`src/rtl/tfm_pkg.sv`:
```
// Shared constants and types for the ten-field sequence marker.
// Assumes a five-frame cadence; the index width is derived from it.
package tfm_pkg;
    localparam int unsigned SEQ_FRAMES = 5;
    localparam int unsigned IDX_W      = $clog2(SEQ_FRAMES + 1);

    typedef logic [IDX_W-1:0] frame_idx_t;

    typedef enum logic [1:0] {
        BURST_IDLE  = 2'd0,
        BURST_START = 2'd1,
        BURST_GAP   = 2'd2,
        BURST_HIGH  = 2'd3
    } burst_state_e;
endpackage

```
`src/rtl/tfm_raster_decode.sv`:
```
// Decodes raster position into the two events the marker needs:
// the frame start (field 1, first line, sample 0) and the burst start
// (first burst sample on the marker line of either field).
// Assumes the line number counts across the whole frame.
module tfm_raster_decode #(
    parameter int unsigned LINE_W           = 10,
    parameter int unsigned SAMPLE_W         = 10,
    parameter int unsigned FRAME_FIRST_LINE = 1,
    parameter int unsigned MARK_LINE_F1     = 15,
    parameter int unsigned MARK_LINE_F2     = 278,
    parameter int unsigned BURST_START      = 140
) (
    input  logic                pos_field2,
    input  logic [LINE_W-1:0]   pos_line,
    input  logic [SAMPLE_W-1:0] pos_sample,
    output logic                frame_start,
    output logic                burst_trig,
    output logic                trig_field2
);
    localparam logic [LINE_W-1:0]   FIRST_L = LINE_W'(FRAME_FIRST_LINE);
    localparam logic [LINE_W-1:0]   LINE_F1 = LINE_W'(MARK_LINE_F1);
    localparam logic [LINE_W-1:0]   LINE_F2 = LINE_W'(MARK_LINE_F2);
    localparam logic [SAMPLE_W-1:0] B_START = SAMPLE_W'(BURST_START);

    logic at_burst_sample;
    logic on_f1_line;
    logic on_f2_line;

    // Event decode from the current position.
    always_comb begin
        at_burst_sample = (pos_sample == B_START);
        on_f1_line      = !pos_field2 && (pos_line == LINE_F1);
        on_f2_line      =  pos_field2 && (pos_line == LINE_F2);
        frame_start     = !pos_field2 && (pos_line == FIRST_L) && (pos_sample == '0);
        burst_trig      = at_burst_sample && (on_f1_line || on_f2_line);
        trig_field2     = on_f2_line;
    end
endmodule

```
`src/rtl/tfm_frame_seq.sv`:
```
// Five-frame cadence counter. Holds the index 1..5, advances on each
// frame start and wraps from 5 to 1. A restart request is remembered
// until the next frame start, which then loads 1 instead of advancing.
// Assumes frame_start is a single-cycle strobe.
module tfm_frame_seq
    import tfm_pkg::*;
(
    input  logic       clk,
    input  logic       rst_n,
    input  logic       frame_start,
    input  logic       seq_restart,
    output frame_idx_t frame_idx
);
    localparam frame_idx_t IDX_ONE  = IDX_W'(1);
    localparam frame_idx_t IDX_LAST = IDX_W'(SEQ_FRAMES);

    logic restart_armed;
    logic restart_due;

    // A restart is due if one is armed or requested right now.
    always_comb restart_due = restart_armed || seq_restart;

    // Index update and restart bookkeeping.
    always_ff @(posedge clk) begin
        if (!rst_n) begin
            frame_idx     <= IDX_ONE;
            restart_armed <= 1'b0;
        end else if (frame_start) begin
            restart_armed <= 1'b0;
            if (restart_due || frame_idx == IDX_LAST)
                frame_idx <= IDX_ONE;
            else
                frame_idx <= frame_idx + IDX_ONE;
        end else if (seq_restart) begin
            restart_armed <= 1'b1;
        end
    end

    p_idx_legal_r2: assert property (@(posedge clk) disable iff (!rst_n)
        (frame_idx >= IDX_ONE) && (frame_idx <= IDX_LAST));

    p_advance_r2: assert property (@(posedge clk) disable iff (!rst_n)
        (frame_start && !restart_due && frame_idx != IDX_LAST)
        |=> frame_idx == $past(frame_idx) + IDX_ONE);

    p_wrap_r2: assert property (@(posedge clk) disable iff (!rst_n)
        (frame_start && !restart_due && frame_idx == IDX_LAST)
        |=> frame_idx == IDX_ONE);

    p_restart_r3: assert property (@(posedge clk) disable iff (!rst_n)
        (frame_start && restart_due) |=> frame_idx == IDX_ONE);

    p_hold_r3: assert property (@(posedge clk) disable iff (!rst_n)
        !frame_start |=> $stable(frame_idx));
endmodule

```
`src/rtl/tfm_burst_gen.sv`:
```
// Pulse burst sequencer. On a burst start with insertion enabled it
// plays a start pulse, a gap, then N pulses each followed by a gap.
// N is the frame index in field 1 and one in field 2. The field-2
// pulse has its own width. The marker is decoded from registered
// state, so it lags the position inputs by one clock.
// Assumes the burst ends before the next burst start can occur.
module tfm_burst_gen
    import tfm_pkg::*;
#(
    parameter int unsigned START_HI    = 24,
    parameter int unsigned PULSE_HI    = 8,
    parameter int unsigned F2_PULSE_HI = 16,
    parameter int unsigned PULSE_LO    = 8
) (
    input  logic       clk,
    input  logic       rst_n,
    input  logic       burst_trig,
    input  logic       trig_field2,
    input  logic       mark_en,
    input  frame_idx_t frame_idx,
    output logic       marker
);
    localparam int unsigned MAX_AB = (START_HI > PULSE_HI) ? START_HI : PULSE_HI;
    localparam int unsigned MAX_CD = (F2_PULSE_HI > PULSE_LO) ? F2_PULSE_HI : PULSE_LO;
    localparam int unsigned MAX_W  = (MAX_AB > MAX_CD) ? MAX_AB : MAX_CD;
    localparam int unsigned CNT_W  = $clog2(MAX_W + 1);

    localparam logic [CNT_W-1:0] START_LD = CNT_W'(START_HI - 1);
    localparam logic [CNT_W-1:0] LO_LD    = CNT_W'(PULSE_LO - 1);
    localparam logic [CNT_W-1:0] HI_LD    = CNT_W'(PULSE_HI - 1);
    localparam logic [CNT_W-1:0] F2_LD    = CNT_W'(F2_PULSE_HI - 1);

    burst_state_e     state;
    logic [CNT_W-1:0] seg_cnt;
    frame_idx_t       pulses_left;
    logic             in_field2;
    logic             seg_done;

    // Segment end flag from the down-counter.
    always_comb seg_done = (seg_cnt == '0);

    // Burst state machine with segment counter and pulse budget.
    always_ff @(posedge clk) begin
        if (!rst_n) begin
            state       <= BURST_IDLE;
            seg_cnt     <= '0;
            pulses_left <= '0;
            in_field2   <= 1'b0;
        end else begin
            unique case (state)
                BURST_IDLE: begin
                    if (burst_trig && mark_en) begin
                        state       <= BURST_START;
                        seg_cnt     <= START_LD;
                        in_field2   <= trig_field2;
                        pulses_left <= trig_field2 ? IDX_W'(1) : frame_idx;
                    end
                end
                BURST_START: begin
                    if (seg_done) begin
                        state   <= BURST_GAP;
                        seg_cnt <= LO_LD;
                    end else begin
                        seg_cnt <= seg_cnt - 1'b1;
                    end
                end
                BURST_GAP: begin
                    if (!seg_done) begin
                        seg_cnt <= seg_cnt - 1'b1;
                    end else if (pulses_left == '0) begin
                        state <= BURST_IDLE;
                    end else begin
                        state       <= BURST_HIGH;
                        seg_cnt     <= in_field2 ? F2_LD : HI_LD;
                        pulses_left <= pulses_left - 1'b1;
                    end
                end
                BURST_HIGH: begin
                    if (seg_done) begin
                        state   <= BURST_GAP;
                        seg_cnt <= LO_LD;
                    end else begin
                        seg_cnt <= seg_cnt - 1'b1;
                    end
                end
                default: state <= BURST_IDLE;
            endcase
        end
    end

    // Marker is high in the start pulse and in every counted pulse.
    always_comb marker = (state == BURST_START) || (state == BURST_HIGH);

    p_start_r4: assert property (@(posedge clk) disable iff (!rst_n)
        (state == BURST_IDLE && burst_trig && mark_en) |=> marker);

    p_disabled_r7: assert property (@(posedge clk) disable iff (!rst_n)
        (state == BURST_IDLE && burst_trig && !mark_en) |=> !marker);

    p_quiet_r9: assert property (@(posedge clk) disable iff (!rst_n)
        (state == BURST_IDLE && !burst_trig) |=> !marker);

    p_budget_r5: assert property (@(posedge clk) disable iff (!rst_n)
        (state == BURST_HIGH) |-> (pulses_left < IDX_W'(SEQ_FRAMES)));

    p_runs_on_r8: assert property (@(posedge clk) disable iff (!rst_n)
        (state == BURST_START && !seg_done) |=> (state == BURST_START));
endmodule

```
`src/rtl/ten_field_marker.sv`:
```
// Ten-field sequence marker top. Decodes raster position, keeps the
// five-frame cadence index and drives the pulse burst on the marker
// lines of both fields. Assumes the whole burst lies inside the active
// part of the line and that the position comes from a sync generator.
module ten_field_marker #(
    parameter int unsigned LINE_W           = 10,
    parameter int unsigned SAMPLE_W         = 10,
    parameter int unsigned FRAME_FIRST_LINE = 1,
    parameter int unsigned MARK_LINE_F1     = 15,
    parameter int unsigned MARK_LINE_F2     = 278,
    parameter int unsigned BURST_START      = 140,
    parameter int unsigned START_HI         = 24,
    parameter int unsigned PULSE_HI         = 8,
    parameter int unsigned F2_PULSE_HI      = 16,
    parameter int unsigned PULSE_LO         = 8
) (
    input  logic                         clk,
    input  logic                         rst_n,
    input  logic                         pos_field2,
    input  logic [LINE_W-1:0]            pos_line,
    input  logic [SAMPLE_W-1:0]          pos_sample,
    input  logic                         mark_en,
    input  logic                         seq_restart,
    output logic                         marker_out,
    output logic [tfm_pkg::IDX_W-1:0]    frame_idx
);
    logic frame_start;
    logic burst_trig;
    logic trig_field2;

    tfm_raster_decode #(
        .LINE_W           (LINE_W),
        .SAMPLE_W         (SAMPLE_W),
        .FRAME_FIRST_LINE (FRAME_FIRST_LINE),
        .MARK_LINE_F1     (MARK_LINE_F1),
        .MARK_LINE_F2     (MARK_LINE_F2),
        .BURST_START      (BURST_START)
    ) u_decode (
        .pos_field2  (pos_field2),
        .pos_line    (pos_line),
        .pos_sample  (pos_sample),
        .frame_start (frame_start),
        .burst_trig  (burst_trig),
        .trig_field2 (trig_field2)
    );

    tfm_frame_seq u_seq (
        .clk         (clk),
        .rst_n       (rst_n),
        .frame_start (frame_start),
        .seq_restart (seq_restart),
        .frame_idx   (frame_idx)
    );

    tfm_burst_gen #(
        .START_HI    (START_HI),
        .PULSE_HI    (PULSE_HI),
        .F2_PULSE_HI (F2_PULSE_HI),
        .PULSE_LO    (PULSE_LO)
    ) u_burst (
        .clk         (clk),
        .rst_n       (rst_n),
        .burst_trig  (burst_trig),
        .trig_field2 (trig_field2),
        .mark_en     (mark_en),
        .frame_idx   (frame_idx),
        .marker      (marker_out)
    );
endmodule

```
`config.mk`:
```
export PLATFORM = sky130hd
export DESIGN_NAME = ten_field_marker
export DESIGN_NICKNAME = d
export VERILOG_FILES = /design/src/rtl/tfm_pkg.sv /design/src/rtl/tfm_raster_decode.sv /design/src/rtl/tfm_frame_seq.sv /design/src/rtl/tfm_burst_gen.sv /design/src/rtl/ten_field_marker.sv
export SDC_FILE = /design/constraint.sdc
export NUM_CORES = 1
export LEC_CHECK = 0
export BUFFER_PORTS_ARGS = -buffer_cell sky130_fd_sc_hd__buf_2
export CORE_MARGIN = 2
export CORE_UTILIZATION = 45
export DETAILED_ROUTE_END_ITERATION = 8
export PLACE_DENSITY = 0.72
export RECOVER_POWER = 100
export SKIP_CTS_REPAIR_TIMING = 1
export SLEW_MARGIN = 0
export SYNTH_ARGS = -nofsm -noshare
export SYNTH_HDL_FRONTEND = slang
export SYNTH_SLANG_ARGS = --single-unit
```
`constraint.sdc`:
```
create_clock -name clk -period 2.9 [get_ports clk]
set_input_delay 0 -clock clk [delete_from_list [all_inputs] [get_ports clk]]
set_output_delay 0 -clock clk [all_outputs]
set_load 0.02 [all_outputs]
```
==> results of run 1 <==
registers in the layout (all words and copies together), names as in the netlist:
name / cells
u_burst.seg_cnt: 5
u_burst.pulses_left: 3
u_seq.frame_idx: 3
u_burst.state: 2
u_burst.in_field2: 1
u_seq.restart_armed: 1
cell families after synthesis:
logic type,share of synthesized area (%)
simple gates,31.64
compound gates,17.49
flops,32.04
buf+inv,4.807
mux,6.409
fa+ha+maj,6.676
xor+xnor,0.9348
report_power, final:
group	total [mW]	switching [mW]	internal, mW
logic	0.0326	0.0147	0.0179
clock network	0.121	0.0700	0.0512
registers	0.207	0.000304	0.207
total	0.361	0.0850	0.276
tightest hold or removal path, stage by stage:
cell and delay, ps:
buf_2 200, nand2_1 90, a21oi_1 40
layout make-up:
type	count	area [sq um]
Inverter	10	37.54
Timing Repair Buffer	29	145.1
Tap cell	27	33.78
Sequential cell	15	300.3
Clock buffer	3	22.52
Fill cell	219	844.6
Clock inverter	1	5.005
Multi-Input combinational cell	89	573.1
metrics by stage:
step	setup slack [ps]	area (sq um)	utilization, %	hold WS (ps)
after floorplan	1207	937.1	-	132.9
after global placement	1048	1104	56.25	229.1
after detailed placement	920.1	1104	56.25	236.0
after CTS	895.6	1131	57.65	-58.42
after global routing	713.9	1117	56.95	85.36
final	905.0	1117	56.95	77.81
cells in the mapped netlist, drive strengths merged (3+ instances only):
master	instances	area, sq um
nor2	5	18.77
nand3	3	15.01
ha	5	62.56
nand2	18	67.56
a21oi	6	30.03
nor4b	3	26.28
nor3	4	20.02
dfxtp	15	300.3
mux2i	6	60.06
nor4	3	33.78
o21ai	5	25.02
a21boi	3	22.52
inv	10	37.54
routing by layer:
metal  global-route usage [%]  vias up  wire [microns]
met3                    5.455        2              52
li1                         -      480               -
met2                    36.44       12            1127
met1                    19.85      440             860
met4                    4.167        0              13
met5                        0        -               0
worst max path at each step:
stage / end / depth (start not counted) / slack (ps)
after global placement: u_burst.pulses_left[1] / 6 / 1050
after floorplan: u_burst.seg_cnt[3] / 7 / 1210
after CTS: u_burst.seg_cnt[3] / 7 / 900
final: u_burst.pulses_left[1] / 6 / 910
after global routing: u_burst.seg_cnt[3] / 7 / 710
after detailed placement: u_burst.pulses_left[1] / 6 / 920
==> results.txt, run 1 <==
- Area of the die: 2464 sq um
* Max Freq: 501.3 MHz
- Critical path's largest stage delay: 660 ps
- FFs w/ async S/R, synth: 0%
- The worst register-to-register path has a setup slack of 910 ps.
- Once detail routing completed, the nets flagged for antenna violations numbered 0.
- CP Max Fanout: 5
- Class of the tightest hold or removal check: input port to flop
- The count of pins over their slew limit is 0.
- In the routed layout, each cell is associated on average with a via count of 5.368.
- The routed layout has 934 vias.
- For this design the ratio of total power to cell area is 323.0 nW/um^2.
- Port buffering added 28 buffers.
- Final routed DRC violation total: 0
- Final critical-path required period: 1995 ps
- Synth Warn #: 0
- Total CTS buffers: 3
- Number of detailed-routing iterations run before antenna repair: 4
- Initial antenna violation count: 0
- The number of failing hold endpoints at the final stage is 0.
- In this run the number of H-tree levels came out at 1.
* Total placed cells including tap cells: 169
- Crit share post-route: 68.79%
- Of the cells placed in the final design, the portion with a size suffix greater than 1 is 20.41%.
- At the later pin of the worst-skew pair, clock insertion delay measures 290 ps.
* Core area: 1962 sq um
* Nets in the synthesized netlist: 146
- Antenna cells: 0
* Total number of clock tree sinks: 15
* Design Power: 0.3609 mW
- FF-to-FF path depth: 6
- In this run, distinct cell masters in the synthesized netlist total 35.
- Kind of cell adding the most delay to the critical path: simple AND/OR/NAND/NOR gates
- TritonCTS built the clock tree.
- The total overflow left after global routing is 0.
* Cell count after synthesis: 116
- The floorplan has 16 rows.
* Effective utilization at floorplan: 47.77%
- The mapped netlist covers 937.1 sq um.
- Max capacitance violation total: 0
- Worst min-delay path endpoint: u_burst.state[0]
* Startpoint of the worst setup timing path: u_burst.seg_cnt[0]
* Relative slew slack: 47.01%
- Start point of the worst min-delay path: rst_n
- Setup violation total in the final timing report: 0
- In this run the count of I/O pins placed on the die edge is 29.
- Vertical extent of the die: 49.64 microns
* Buf/Inv on CP: 1
- The floorplan step set the die width to 49.64 microns.
- Among all flip-flop cells after synthesis, the most frequent one is dfxtp_1.
- Critical path capture point type: flop
* Worst endpoint required time: 3070 ps
* Root cell of the clock tree: clkbuf_4
- #FFs+latches synth: 15
- Sequential elements use 32.04% of the synthesized area.
* Data arrival time of the critical path: 2160 ps
- The worst register-to-register path ends at u_burst.pulses_left[1].
- Aggregate global-route resource usage: 18.89%
- After the last flow step, the layout net total stands at 178.
- Leaving out filler cells and counting taps, the final layout contains 174.
- Actual slew at the worst max-slew pin: 783.8 ps
* Iteration-0 DRC count of the detailed router: 24
- Final HPWL from detailed placement: 1704 microns
* Clock-pin slew reported for the worst setup and hold paths after clock tree synthesis: 100 ps
- Area growth from synthesis to final layout: 19.23%
* R2r startpoint: u_burst.seg_cnt[0]
- Along the worst hold path, the cell count comes to 3.
- The library cell used most frequently in the layout, excluding fill and tap cells, is buf_2.
- Setup clock skew after layout: 12.43 ps
- Entering global routing, the biggest net connects 18 pins.
* Most frequent cells in the layout: 24 x buf_2, 18 x nand2_1, 15 x dfxtp_1
- Maximum clock insertion buffer count: 2
* Slowest cell on crit path: nor4b_1
* CP cell instances: inv_1 > ha_1 > nor4b_1 > and2b_1 > a21oi_1 > mux2i_1
- Routability-driven placement finished with a final weighted congestion of 0.8228.
* Vias in the first global route: 908
- Yosys mapped a number of flops with a built-in enable equal to 0.
- Setup repair after global routing left no endpoint under its margin.
- Largest vdd supply drop: 0.3176 mV
- In this run the static leakage power is 0.4519 nW.
- The first global-routing pass estimated 3650 microns of wire.
- CP Launch Type: flop
- The flow ran to the end, and the final reports show no timing, DRC or antenna violations.
- The final layout contains routed wiring with a total length of 2053 microns.
- The worst setup path is of the flop to flop kind.
- Per-cell routed wire length: 11.80 microns
- In the final timing run, aggregate negative setup slack is 0 ps.
- Averaged over all synthesized cells, the footprint is 8.079 sq um.
No activity file was read; power rests on OpenSTA's default activity.
==> run 2: changes to the inputs <==
PLACE_DENSITY = 0.74   (was 0.72)
clock period = 1.8 ns   (was 2.9 ns; I/O delays follow)
==> run 2 against run 1 <==
Effect of this change: fmax grew 20%; design area grew 4.7%; register-to-register slack lost 770 ps; sequential power grew 61%; clock-buffer cell count is the same.
==> results.txt, run 2 (synthesized netlist as in run 1, its figures left out) <==
* Result of the run: finished, final reports clean (unchanged)
* Vias/cell: 5.191 (was 5.368)
- The DRC violation total after the first TritonRoute iteration came to 16 (was 24).
- The H-tree depth reported by CTS was 1 (unchanged).
- The detailed-routing iteration count for the pre-antenna-repair pass came to 4 (unchanged).
- Effective utilization at floorplan: 47.77% (unchanged)
- Total count of max-transition violations in the final report: 0 (unchanged)
* Most frequent cells in the layout: 24 x buf_2, 18 x nand2_1, 15 x dfxtp_1 (unchanged)
- Leakage power total: 0.4729 nW (was 0.4519 nW)
- Wire length on met2: 1147 microns (was 1127 microns)
* CP Launch Type: flop (unchanged)
* GPL Wtd Cong: 0.8188 (was 0.8228)
- The clock insertion delay at the later pin of the skew report was 280 ps (was 290 ps).
- The setup total negative slack is 0 ps (unchanged).
* Detailed-routed wire length on met3: 40 microns (was 52 microns)
* Total length of routed wires: 2097 microns (was 2053 microns)
- TritonCTS clock tree: done (unchanged)
* Vias in the first global route: 939 (was 908)
- The register with the most flip-flops is u_burst.seg_cnt (unchanged).
- The maximum number of pins on one net before global-route repair came to 18 (unchanged).
* Antenna cells: 0 (unchanged)
* Core area: 1962 sq um (unchanged)
- Worst endpoint required time: 2010 ps (was 3070 ps)
* Data arrival time of the critical path: 1880 ps (was 2160 ps)
- The highest fanout seen on the critical path came to 5 (unchanged).
- Clock-pin slew reported for the worst setup and hold paths after clock tree synthesis: 90 ps (was 100 ps)
* Worst setup path category: flop to flop (unchanged)
- The area occupied by multi-input gates is 595.6 sq um (was 573.1 sq um).
* Top metal layer carrying routed signals: met3 (was met4)
- The number of filler cells placed in the layout came to 210 (was 219).
- Final HPWL from detailed placement: 1691 microns (was 1704 microns)
- Filler-free cell count of the finished design: 178 (was 174)
* Total CTS buffers: 3 (unchanged)
- Width of the die: 49.64 microns (unchanged)
* Fraction of final layout cells with drive strength greater than 1: 24.50% (was 20.41%)
- Actual slew at the worst max-slew pin: 387.6 ps (was 783.8 ps)
- Class of the tightest hold or removal check: input port to flop (unchanged)
- Per-cell routed wire length: 11.78 microns (was 11.80 microns)
* Max reg flops: 5 (unchanged)
* Total number of clock tree sinks: 15 (unchanged)
- The number of input and output port buffers inserted is 28 (unchanged).
* Area growth from synthesis to final layout: 24.83% (was 19.23%)
- Most frequent standard cell in the layout excluding fill and tap cells: buf_2 (unchanged)
- Unrepaired setup endpoints after global routing: no (unchanged).
- Combined flip-flop and latch cell area: 300.3 sq um (unchanged)
* Biggest regs: u_burst.seg_cnt: 5 flops, u_burst.pulses_left: 3 flops, u_seq.frame_idx: 3 flops (unchanged)
* Setup clock skew after layout: 1.414 ps (was 12.43 ps)
- The die area is 2464 sq um (unchanged).
* Critical path capture point type: flop (unchanged)
- The count of max-cap constraint violations was 0 (unchanged).
- The total power per unit cell area came to 497.4 nW/um^2 (was 323.0 nW/um^2).
- The die height came to 49.64 microns (unchanged).
- The global routing usage summed across all routing layers was 18.84% (was 18.89%).
- The worst-case vdd ir drop came to 0.3313 mV (was 0.3176 mV).
- The DRC violation count after routing came to 0 (unchanged).
* Total placed cells including tap cells: 173 (was 169)
- Maximum clock insertion buffer count: 2 (unchanged)
- The number of failing hold endpoints at the final stage was 0 (unchanged).
- The peak clock frequency supported by timing was 599.6 MHz (was 501.3 MHz).
* Initial antenna violation count: 0 (unchanged)
- Number of nets at the end of the flow: 182 (was 178)
* WL met1: 910 microns (was 860 microns)
- Crit share post-route: 92.66% (was 68.79%)
* Root cell of the clock tree: clkbuf_4 (unchanged)
- Number of top-level pins: 29 (unchanged)
- The total setup violations reported at the end of the flow is 0 (unchanged).
- Global-route congestion overflow total: 0 (unchanged)
- The row count came to 16 (unchanged).
* Final critical-path required period: 1668 ps (was 1995 ps)
- The via count came to 924 (was 934).
- The worst slew slack as a fraction of its limit was 73.79% (was 47.01%).
- Detail Route Antenna Nets: 0 (unchanged)
- Wire length of the first global-routing pass: 3732 microns (was 3650 microns)
[run 2: power breakdown]
group          leakage, nW  total [mW]  switching [mW]  internal, mW
combinational        0.334      0.0544          0.0242        0.0302
sequential           0.121       0.334        0.000549         0.333
clock               0.0177       0.194           0.111        0.0824
total                0.473       0.582           0.136         0.446
[run 2: layout make-up]
cell class              count  share of cell area, %
clock buffers               3                  1.925
clock inverters             1                 0.4278
inverters                  10                  3.209
multi-input cells          89                  50.91
flip-flops and latches     15                  25.67
well taps                  27                  2.888
repair buffers             33                  14.97
[run 2: stage by stage]
step                      cell area, sq um  setup WS (ps)  power (mW)  util [%]  hold slack [ps]
final                                 1170          132.2      0.5819     59.63            76.71
after global placement                1134         -4.094      0.3931     57.78            230.7
after floorplan                      937.1          106.5      0.3606         -            132.9
after global routing                  1170          25.69      0.6093     59.63            84.32
after detailed placement              1134         -65.40      0.3952     57.78            248.1
after CTS                             1161         -24.66      0.5857     59.18           -50.15
[run 2: path summary, 6_finish.rpt]
| check | slack (ps) | end | from | cells after the start |
|---|---|---|---|---|
| worst min register to register | 480 | u_burst.pulses_left[1] | u_burst.pulses_left[1] | 2 |
| worst max register to register | 130 | u_burst.pulses_left[2] | u_burst.seg_cnt[0] | 7 |
| worst max-delay path | 130 | u_burst.pulses_left[2] | u_burst.seg_cnt[0] | 7 |
| worst min-delay path | 80 | u_burst.state[0] | rst_n | 3 |
[run 2: critical path: stages (launching register included)]
cell     delay (ps)
dfxtp_1         350
inv_1            70
ha_2            200
nor4b_2         160
buf_4           150
and2b_1         180
a21oi_2         240
mux2i_1         240
[run 2: metal layers]
metal | GRT usage (%) | vias to the layer above
li1 | - | 487
met1 | 20.64 | 431
met2 | 36.67 | 6
met3 | 2.727 | 0
met4 | 5.556 | 0
met5 | 0 | -
==> run 3: changes to the inputs <==
REMOVE_ABC_BUFFERS = 1   (was default)
TNS_END_PERCENT = 5   (was default)
==> run 3 against run 2 <==
Effect of this change: fmax is 2.6% higher; hold slack better by 13 ps; largest cell class unchanged; clock power hardly changed; non-clock buffer count is 1 higher; die area stayed put; clock-buffer cell count is 1 higher; sequential cell count stayed put.
==> results.txt, run 3 (synthesized netlist as in run 1, its figures left out) <==
- Result of the run: finished, final reports clean (unchanged)
- The buffer depth of the longest clock path came to 2 (unchanged).
- Critical path capture point type: flop (unchanged)
- The final layout net count came to 183 (was 182).
- The leakage dissipation was 0.4898 nW (was 0.4729 nW).
- Fraction of final layout cells with drive strength greater than 1: 24.34% (was 24.50%)
* Design Power: 0.5826 mW (was 0.5819 mW)
- Vias/cell: 5.179 (was 5.191)
* Root cell of the clock tree: clkbuf_4 (unchanged)
* Worst endpoint required time: 2010 ps (about the same)
- Width of the die: 49.64 microns (unchanged)
- Wire length of the first global-routing pass: 3781 microns (was 3732 microns)
- The highest fanout seen on the critical path was 5 (unchanged).
- Max Freq: 615.3 MHz (was 599.6 MHz)
- The most common cell after layout, fill and taps aside was buf_2 (unchanged).
- The pre-CTS setup slack came to -36.69 ps (was -65.40 ps).
- Area used by multi-input combinational logic: 605.6 sq um (was 595.6 sq um)
- Startpoint of the worst setup timing path: u_burst.seg_cnt[0] (unchanged)
* Start point of the worst min-delay path: rst_n (unchanged)
- The core occupancy in the finished layout was 60.46% (was 59.63%).
* TritonCTS clock tree: done (unchanged)
* Relative slew slack: 68.88% (was 73.79%)
* Total count of max-transition violations in the final report: 0 (unchanged)
- The via count came to 927 (was 924).
* Total number of clock tree sinks: 15 (unchanged)
- The critical path arrival came to 1840 ps (was 1880 ps).
- The number of filler cells placed in the layout came to 205 (was 210).
* Setup clock skew after layout: 6.172 ps (was 1.414 ps)
* Largest vdd supply drop: 0.4568 mV (was 0.3313 mV)
- The estimated wirelength of the detail-placed design is 1683 microns (was 1691 microns).
- The final worst-path cycle share came to 90.29% (was 92.66%).
- The placed instance area is 1141 sq um (was 1134 sq um).
- The number of standard cells in the layout, taps in and fillers out came to 179 (was 178).
- Critical path's largest stage delay: 320 ps (was 350 ps)
- The DRC violation count after routing is 0 (unchanged).
* Setup violation total in the final timing report: 0 (unchanged)
- Number of H-tree branching levels: 1 (unchanged)
- The number of diodes added for antenna fixing came to 0 (unchanged).
- Post-route cell area: 1186 sq um (was 1170 sq um)
- Total power per unit cell area: 491.2 nW/um^2 (was 497.4 nW/um^2)
- The actual transition at the worst max-transition pin is 463.0 ps (was 387.6 ps).
- The count of max-cap constraint violations is 0 (unchanged).
- CP cell instances: inv_1 > ha_4 > nor4b_4 > buf_4 > and2b_1 > nand3_1 > a21o_1 > a21boi_0 (was inv_1 > ha_2 > nor4b_2 > buf_4 > and2b_1 > a21oi_2 > mux2i_1).
- Area growth from synthesis to final layout: 26.57% (was 24.83%)
* Biggest regs: u_burst.seg_cnt: 5 flops, u_burst.pulses_left: 3 flops, u_seq.frame_idx: 3 flops (unchanged)
* Vertical extent of the die: 49.64 microns (unchanged)
* Worst setup slack after layout: 174.7 ps (was 132.2 ps)
* Aggregate global-route resource usage: 19.20% (was 18.84%)
- Pin count of the biggest net entering global routing: 18 (unchanged)
- Number of detailed-routing iterations run before antenna repair: 4 (unchanged)
* R2r startpoint: u_burst.seg_cnt[0] (unchanged)
* Sum of negative setup slack: 0 ps (unchanged)
- GPL Wtd Cong: 0.8134 (was 0.8188)
- Count of input and output buffers: 28 (unchanged)
- The clock insertion delay at the later pin of the skew report is 280 ps (about the same).
- The starting density of the core was 47.77% (unchanged).
* Min Hold Slack: 89.44 ps (was 76.71 ps)
* Number of top-level pins: 29 (unchanged)
- Final critical-path required period: 1625 ps (was 1668 ps)
* Global-route congestion overflow total: 0 (unchanged)
* Slowest cell on crit path: dfxtp_1 (unchanged)
* Cell Rows: 16 (unchanged)
* Unrepaired setup endpoints after global routing: no (unchanged)
* Total placed cells including tap cells: 174 (was 173)
- Iteration-0 DRC count of the detailed router: 16 (unchanged)
- Total CTS buffers: 3 (unchanged)
* Area of the die: 2464 sq um (unchanged)
* Total length of routed wires: 2127 microns (was 2097 microns)
- The number of nets still failing antenna checks after routing came to 0 (unchanged).
- Initial antenna violation count: 0 (unchanged)
- The number of failing hold endpoints at the final stage came to 0 (unchanged).
* Most flops, register: u_burst.seg_cnt (unchanged)
- Max reg flops: 5 (unchanged)
* Clock-pin slew reported for the worst setup and hold paths after clock tree synthesis: 80 ps (was 90 ps)
* Vias in the first global route: 942 (was 939)
- The area of the placeable core is 1962 sq um (unchanged).
- Per-cell routed wire length: 11.88 microns (was 11.78 microns)
- Class of the tightest hold or removal check: input port to flop (unchanged)
- Most frequent cells in the layout: 24 x buf_2, 18 x nand2_1, 15 x dfxtp_1 (unchanged)
* Combined flip-flop and latch cell area: 300.3 sq um (unchanged)
- Worst setup path category: flop to flop (unchanged)
- The kind of launch point of the worst setup path is a flop (unchanged).
[run 3: worst max-delay path, delay by kind of cell, from the launching register on]
| family | cells | cell delay [ps] |
|---|---|---|
| AO/OA/AOI/OAI | 2 | 310 |
| flip-flops | 1 | 320 |
| AND/OR/NAND/NOR | 3 | 460 |
| buffers and inverters | 2 | 300 |
| adder cells (fa/ha/maj) | 1 | 170 |
[run 3: report_power, final]
| group | internal, mW | leakage, nW | total [mW] | switching, mW |
|---|---|---|---|---|
| sequential | 0.333 | 0.121 | 0.334 | 0.000508 |
| combinational | 0.0308 | 0.354 | 0.0551 | 0.0244 |
| clock | 0.0860 | 0.0150 | 0.194 | 0.108 |
[run 3: final timing paths]
kind	to	slack, ps	depth (start not counted)
worst max-delay path	u_burst.seg_cnt[3]	170	8
worst min-delay path	u_burst.state[0]	90	3
worst max register to register	u_burst.seg_cnt[3]	170	8
worst min register to register	u_burst.pulses_left[1]	470	2
[run 3: cell type report]
| cell class | count | share of cell area [%] |
|---|---|---|
| Clock buffer | 4 | 2.215 |
| Inverter | 10 | 3.165 |
| Tap cell | 27 | 2.848 |
| Timing Repair Buffer | 34 | 15.40 |
| Sequential cell | 15 | 25.32 |
| Multi-Input combinational cell | 89 | 51.05 |
[run 3: per-layer routing]
metal / up-vias / GRT usage, % / wire, microns
li1: 484 / - / -
met1: 432 / 21.68 / 952
met2: 11 / 35.56 / 1107
met3: 0 / 5.758 / 66
met4: 0 / 3.241 / 0
met5: - / 0 / 0
